--- src/rtl/banked_irq_ctrl.sv ---
module banked_irq_ctrl #(
  parameter int ADDR_W = 6
) (
  input  logic              clk,
  input  logic              rst_n,
  input  logic [ADDR_W-1:0] reg_addr,
  input  logic              reg_wr,
  input  logic [31:0]       reg_wdata,
  output logic [31:0]       reg_rdata,
  input  logic [7:0]        src_direct,
  input  logic [31:0]       src_bank1,
  input  logic [31:0]       src_bank2,
  output logic              irq
);

  localparam logic [ADDR_W-1:0] OFS_SUMMARY = ADDR_W'(8'h00);
  localparam logic [ADDR_W-1:0] OFS_PEND1   = ADDR_W'(8'h04);
  localparam logic [ADDR_W-1:0] OFS_PEND2   = ADDR_W'(8'h08);
  localparam logic [ADDR_W-1:0] OFS_FASTCTL = ADDR_W'(8'h0C);
  localparam logic [ADDR_W-1:0] OFS_SET1    = ADDR_W'(8'h10);
  localparam logic [ADDR_W-1:0] OFS_SET2    = ADDR_W'(8'h14);
  localparam logic [ADDR_W-1:0] OFS_SETD    = ADDR_W'(8'h18);
  localparam logic [ADDR_W-1:0] OFS_CLR1    = ADDR_W'(8'h1C);
  localparam logic [ADDR_W-1:0] OFS_CLR2    = ADDR_W'(8'h20);
  localparam logic [ADDR_W-1:0] OFS_CLRD    = ADDR_W'(8'h24);

  localparam logic [31:0] SHORT1 = 32'h000C_0680;
  localparam logic [31:0] SHORT2 = 32'h43E0_0000;

  logic [7:0]  en_direct;
  logic [31:0] en_bank1, en_bank2, fast_ctl;
  logic [7:0]  pend_direct;
  logic [31:0] pend1, pend2, summary;

  always_ff @(posedge clk or negedge rst_n) begin
    if (!rst_n) begin
      en_direct <= '0;
      en_bank1  <= '0;
      en_bank2  <= '0;
      fast_ctl  <= '0;
    end else if (reg_wr) begin
      case (reg_addr)
        OFS_SET1:    en_bank1  <= en_bank1 | reg_wdata;
        OFS_SET2:    en_bank2  <= en_bank2 | reg_wdata;
        OFS_SETD:    en_direct <= en_direct | reg_wdata[7:0];
        OFS_CLR1:    en_bank1  <= en_bank1 & ~reg_wdata;
        OFS_CLR2:    en_bank2  <= en_bank2 & ~reg_wdata;
        OFS_CLRD:    en_direct <= en_direct & ~reg_wdata[7:0];
        OFS_FASTCTL: fast_ctl  <= reg_wdata;
        default: ;
      endcase
    end
  end

  assign pend_direct = src_direct & en_direct;
  assign pend1       = src_bank1 & en_bank1;
  assign pend2       = src_bank2 & en_bank2;

  assign summary = {11'd0,
                    pend2[30], pend2[25], pend2[24], pend2[23], pend2[22], pend2[21],
                    pend1[19], pend1[18], pend1[10], pend1[9], pend1[7],
                    |(pend2 & ~SHORT2), |(pend1 & ~SHORT1),
                    pend_direct};

  assign irq = |pend_direct | |pend1 | |pend2;

  always_comb begin
    case (reg_addr)
      OFS_SUMMARY:          reg_rdata = summary;
      OFS_PEND1:            reg_rdata = pend1;
      OFS_PEND2:            reg_rdata = pend2;
      OFS_FASTCTL:          reg_rdata = fast_ctl;
      OFS_SET1, OFS_CLR1:   reg_rdata = en_bank1;
      OFS_SET2, OFS_CLR2:   reg_rdata = en_bank2;
      OFS_SETD, OFS_CLRD:   reg_rdata = {24'd0, en_direct};
      default:              reg_rdata = '0;
    endcase
  end

endmodule

--- config.mk ---
export PLATFORM = sky130hd
export DESIGN_NAME = banked_irq_ctrl
export DESIGN_NICKNAME = d
export VERILOG_FILES = /design/src/rtl/banked_irq_ctrl.sv
export SDC_FILE = /design/constraint.sdc
export NUM_CORES = 1
export LEC_CHECK = 0
export ABC_AREA = 1
export ABC_CLOCK_PERIOD_IN_PS = 3200
export BUFFER_PORTS_ARGS = -buffer_cell sky130_fd_sc_hd__buf_2
export CORE_MARGIN = 5
export CORE_UTILIZATION = 50
export CTS_BUF_LIST = sky130_fd_sc_hd__clkbuf_4
export DETAILED_ROUTE_END_ITERATION = 8
export GPL_ROUTABILITY_DRIVEN = 0
export PLACE_DENSITY = 0.75
export SYNTH_ARGS = -nofsm -noshare
export SYNTH_HDL_FRONTEND = slang
export SYNTH_SLANG_ARGS = --single-unit
--- constraint.sdc ---
create_clock -name clk -period 3.2 [get_ports clk]
set_clock_uncertainty 0.2 [all_clocks]
set_input_delay 0.16 -clock clk [delete_from_list [all_inputs] [get_ports clk]]
set_output_delay 0.16 -clock clk [all_outputs]
set_load 0.01 [all_outputs]
# After elaboration in Yosys (flattened, before gate mapping)
# Cells that the tools add are included.
# Widths: inputs -> output; s select.
# word_totals
register_bits	104
word_cells	46
# op_classes
n_eq_ne	9
n_mux	4
bitwise_logic	13
reduce_logical	16
# op_table
cell	count
$pmux 32 s7	1
$and 32x32->32	4
$pmux 32 s2	2
$or 32x32->32	2
$reduce_or 32->1	2
$not 32->32	1
$reduce_or 27->1	1
$reduce_or 26->1	1
$eq 6x5->1 const B	4
$and 8x8->8	2
$pmux 8 s2	1
$eq 6x4->1 const B	2
$eq 6x6->1 const B	2
$not 8->8	1
$or 8x8->8	1
$reduce_and 2->1	4
$reduce_or 8->1	1
$eq 6x3->1 const B	1
$logic_not 6->1	1
$reduce_bool 2->1	3
$reduce_or 2->1	3
$or 1x1->1	2

# Depth between registers and ports, before layout
# logic_depth
ltp_word	4
mapped_depth	10
ltp_nobuf	9

# Worst setup path before layout
# Ideal clock, no wire load.
# synth_timing
path_kind	in2out
startpoint	in reg_addr[1]
endpoint	out reg_rdata[10]
t_arrival_ps	1096
setup_slack_ps	1744
path_stages	6
cell_sequence	nor2_4 > nand3_1 > nand2_2 > buf_4 > a21oi_1 > o21ai_0
# synth_via
elab_chain_cells	3
elab_cells_between_ends	14
# synth_lines
item	line	text
start, declared	6	input logic [ADDR_W-1:0] reg_addr,
$eq 6x5->1 or $eq 6x6->1 (tied branches)	68	case (reg_addr)
$reduce_or 2->1	68	
$pmux 32 s7 (*)	68	
end, declared	9	output logic [31:0] reg_rdata,
# Mark *: on every way between the ends. The rest lies on a longest branch, timed or not.

# Worst setup path after layout
# layout_timing
startpoint	in reg_addr[2]
endpoint	out reg_rdata[19]
# The elaborated chain is that of the path after synthesis.

==> flow_summary.ini <==
[worst_setup_path]
worstSetupStartpointType = input port
crit_type = in2out
r2r_cells = 2
end_kind = primary output
cpPeakStageDelay_ns = 0.60
crit_path_top_delay_cell = dlygate4sd3_1
ff2ff_setup_slack_ns = 2.29
critPathTopFamily = buffers and inverters
crit_fanout = 18
worst_ep_required_time_ns = 2.84
arrival_ns = 2.48
crit_chain = dlygate4sd3_1 > buf_2 > nand2_1 > dlygate4sd3_1 > nor2_4 > buf_4 > nand2_1 > o21ai_0 > nor2_1 > nand3_1 > buf_2
cp_num_buf_inv = 5

[route]
dr.pass1.iters = 5
avgViaCountPerCell = 5.50
drtIter0Drc = 772
ant_nets = 0
vias = 7264
drc_errors = 0
wl_mm = 21.7
wl_per_cell_um = 16.5

[final_layout]
diodes = 0
post_route_cells_drive_above_1_share_pct = 17.2
fin_nets = 1258
syn2layout_area_growth_pct = 21.2
fill_cells = 1230
fin_area_um2 = 7750

[worst_hold_path]
hold_class = in2reg
holdPathStages = 6
min_from = reg_addr[0]
hold_end = fast_ctl[8]

[floorplanning]
rows = 41
die_w_um = 123
io_pins = 146
initial_core_util_pct = 50.9
die_h_um = 123
design.core.area_um2 = 12600
die_area_um2 = 15100

[yosys]
synthArstFlopShare_pct = 100
yosysSeqAreaShare_pct = 40.7
avgSynthCellArea_um2 = 6.53
synth_flop_cell = dfrtp_1
postSynthCellCount = 979
syn_nets = 1092
synth-edff-count = 0
yosys_warnings = 0
synth_seq_cells = 104
yosysUniqueCellTypes = 24
syn-cell-area_um2 = 6390

[sta]
finalCritPeriodShare_pct = 88.7
rsz0062_at_grt = no
hold_viol = 0
maxSlewViolCount = 0
whs_ns = 0.00748
tightest_slew_ns = 0.728
fin_crit_ns = 2.84
slew_headroom_pct = 51.4
finalSetupViolations = 0
fin_tns_setup_ns = 0
fmax_mhz = 352

[global_routing]
grt_max_degree = 54
track_usage_pct = 29.6
antenna_found_initial = 0
grt.overflow.total = 0
grt_first_pass_wirelength_mm = 34.8
grt_pass1_vias = 6716

[power_and_ir_drop]
switchingPower_mw = 1.13
combPwrFrac_pct = 24.1
clkPwrFrac_pct = 21.5
power_density_nw_per_um2 = 419
p_leak_nw = 4.25
switching_share_pct = 34.8
vdd_ir_drop_max_mv = 0.301
p_int_mw = 2.11
pwr-share-seq_pct = 54.5

[outcome]
status = completed

[cts]
h-tree-depth = 3
cts_tree = built
clockBufferDepth = 2
root_buffer = clkbuf_4
path_clk_slew_ns = 0.15
clkLatencyLatePin_ns = 0.49
cts_buffers = 9
clock_sink_count = 104

[place]
numPortBuffers = 145
dp_hpwl_mm = 15.1
placed_area_um2 = 7230

[run]
drv_cap = 0
## cells by family after synthesis
logic type	synth area share (%)
AOI/OAI and AO/OA	6.54
buffers and inverters	6.89
DFF	40.7
and+or+nand+nor	45.9
## power by group through the flow
| stage | sequential [mW] | clock [mW] | combinational, mW |
|---|---|---|---|
| 3_5_place_dp | 1.78 | 0 | 0.739 |
| 5_1_grt | 1.80 | 0.759 | 0.893 |
| 2_1_floorplan | 1.73 | 0 | 0.455 |
| 3_3_place_gp | 1.78 | 0 | 0.718 |
| 4_1_cts | 1.76 | 0.708 | 0.774 |
| 6_report | 1.77 | 0.697 | 0.781 |
## worst min-delay path: stages
cell,delay (ns)
buf_2,0.11
nor2_4,0.07
nand2_1,0.13
nor2_4,0.09
nand3_1,0.07
nand2_1,0.05
## stage by stage
stage          cells  power, mW  util (%)  setup WS (ns)
2_1_floorplan    979       2.19         -           1.74
3_3_place_gp    1266       2.50      57.5          0.975
3_5_place_dp    1266       2.52      57.5          0.948
4_1_cts         1317       3.24      61.4          0.130
5_1_grt         1321       3.46      61.7          0.238
6_report        1321       3.24      61.7          0.361
## routing by layer
metal | track usage (%) | up-vias | wire, um
met2 | 46.1 | 378 | 10100
li1 | - | 3490 | -
met5 | 0 | - | 0
met1 | 40.8 | 3343 | 9000
met4 | 10.2 | 0 | 638
met3 | 6.82 | 53 | 2050
## synth_stat cells (3+ instances only)
master / n / share of area, %
a21oi_1: 21 / 1.6
buf_1: 3 / 0.18
buf_2: 13 / 1.0
buf_4: 14 / 1.6
buf_6: 4 / 0.70
clkbuf_1: 15 / 0.88
dfrtp_1: 104 / 41
inv_1: 40 / 2.3
nand2_1: 438 / 26
nand2_2: 3 / 0.29
nand3_1: 159 / 12
nand4_1: 15 / 1.5
nor2_1: 77 / 4.5
nor2_2: 5 / 0.49
nor2_4: 3 / 0.53
o21ai_0: 30 / 2.3
o21ai_1: 18 / 1.4
o22ai_1: 9 / 0.88
## timing repair
item,in CTS,in global routing
hold buffers,36,0
buffers inserted,0,4
endpoints found under the hold margin,155,0
endpoints found under the setup margin,0,2
gates resized for setup,0,0
## cells in the final DEF, fill, tap and decap left out, drive strengths merged
cell type / count
nand2: 441
buf: 168
nand3: 160
dfrtp: 104
nor2: 85
o21ai: 48
inv: 42
dlygate4sd3: 36
a21oi: 21
nand4: 15
clkbuf: 11
o22ai: 9
nor3: 2
clkinv: 2
a21boi: 1
o2bb2ai: 1
and3: 1
clkinvlp: 1
bufinv: 1
## cell type report
type	count	area [um^2]	area share, %
Clock buffer	11	82.6	1.07
Tap cell	172	215	2.78
Multi-Input combinational cell	784	3360	43.3
Inverter	42	158	2.03
Timing Repair Buffer	204	1290	16.6
Sequential cell	104	2600	33.6
Clock inverter	4	46.3	0.597
## worst max path at each step
stage | from | endpoint | slack, ns | depth (start not counted)
2_1_floorplan | reg_addr[1] | reg_rdata[10] | 1.74 | 6
3_3_place_gp | reg_addr[4] | reg_rdata[19] | 0.98 | 10
3_5_place_dp | reg_addr[4] | reg_rdata[19] | 0.95 | 10
4_1_cts | reg_addr[2] | reg_rdata[19] | 0.13 | 11
5_1_grt | reg_addr[2] | reg_rdata[20] | 0.24 | 11
6_report | reg_addr[2] | reg_rdata[19] | 0.36 | 11
(Power assumes the default switching activity.)
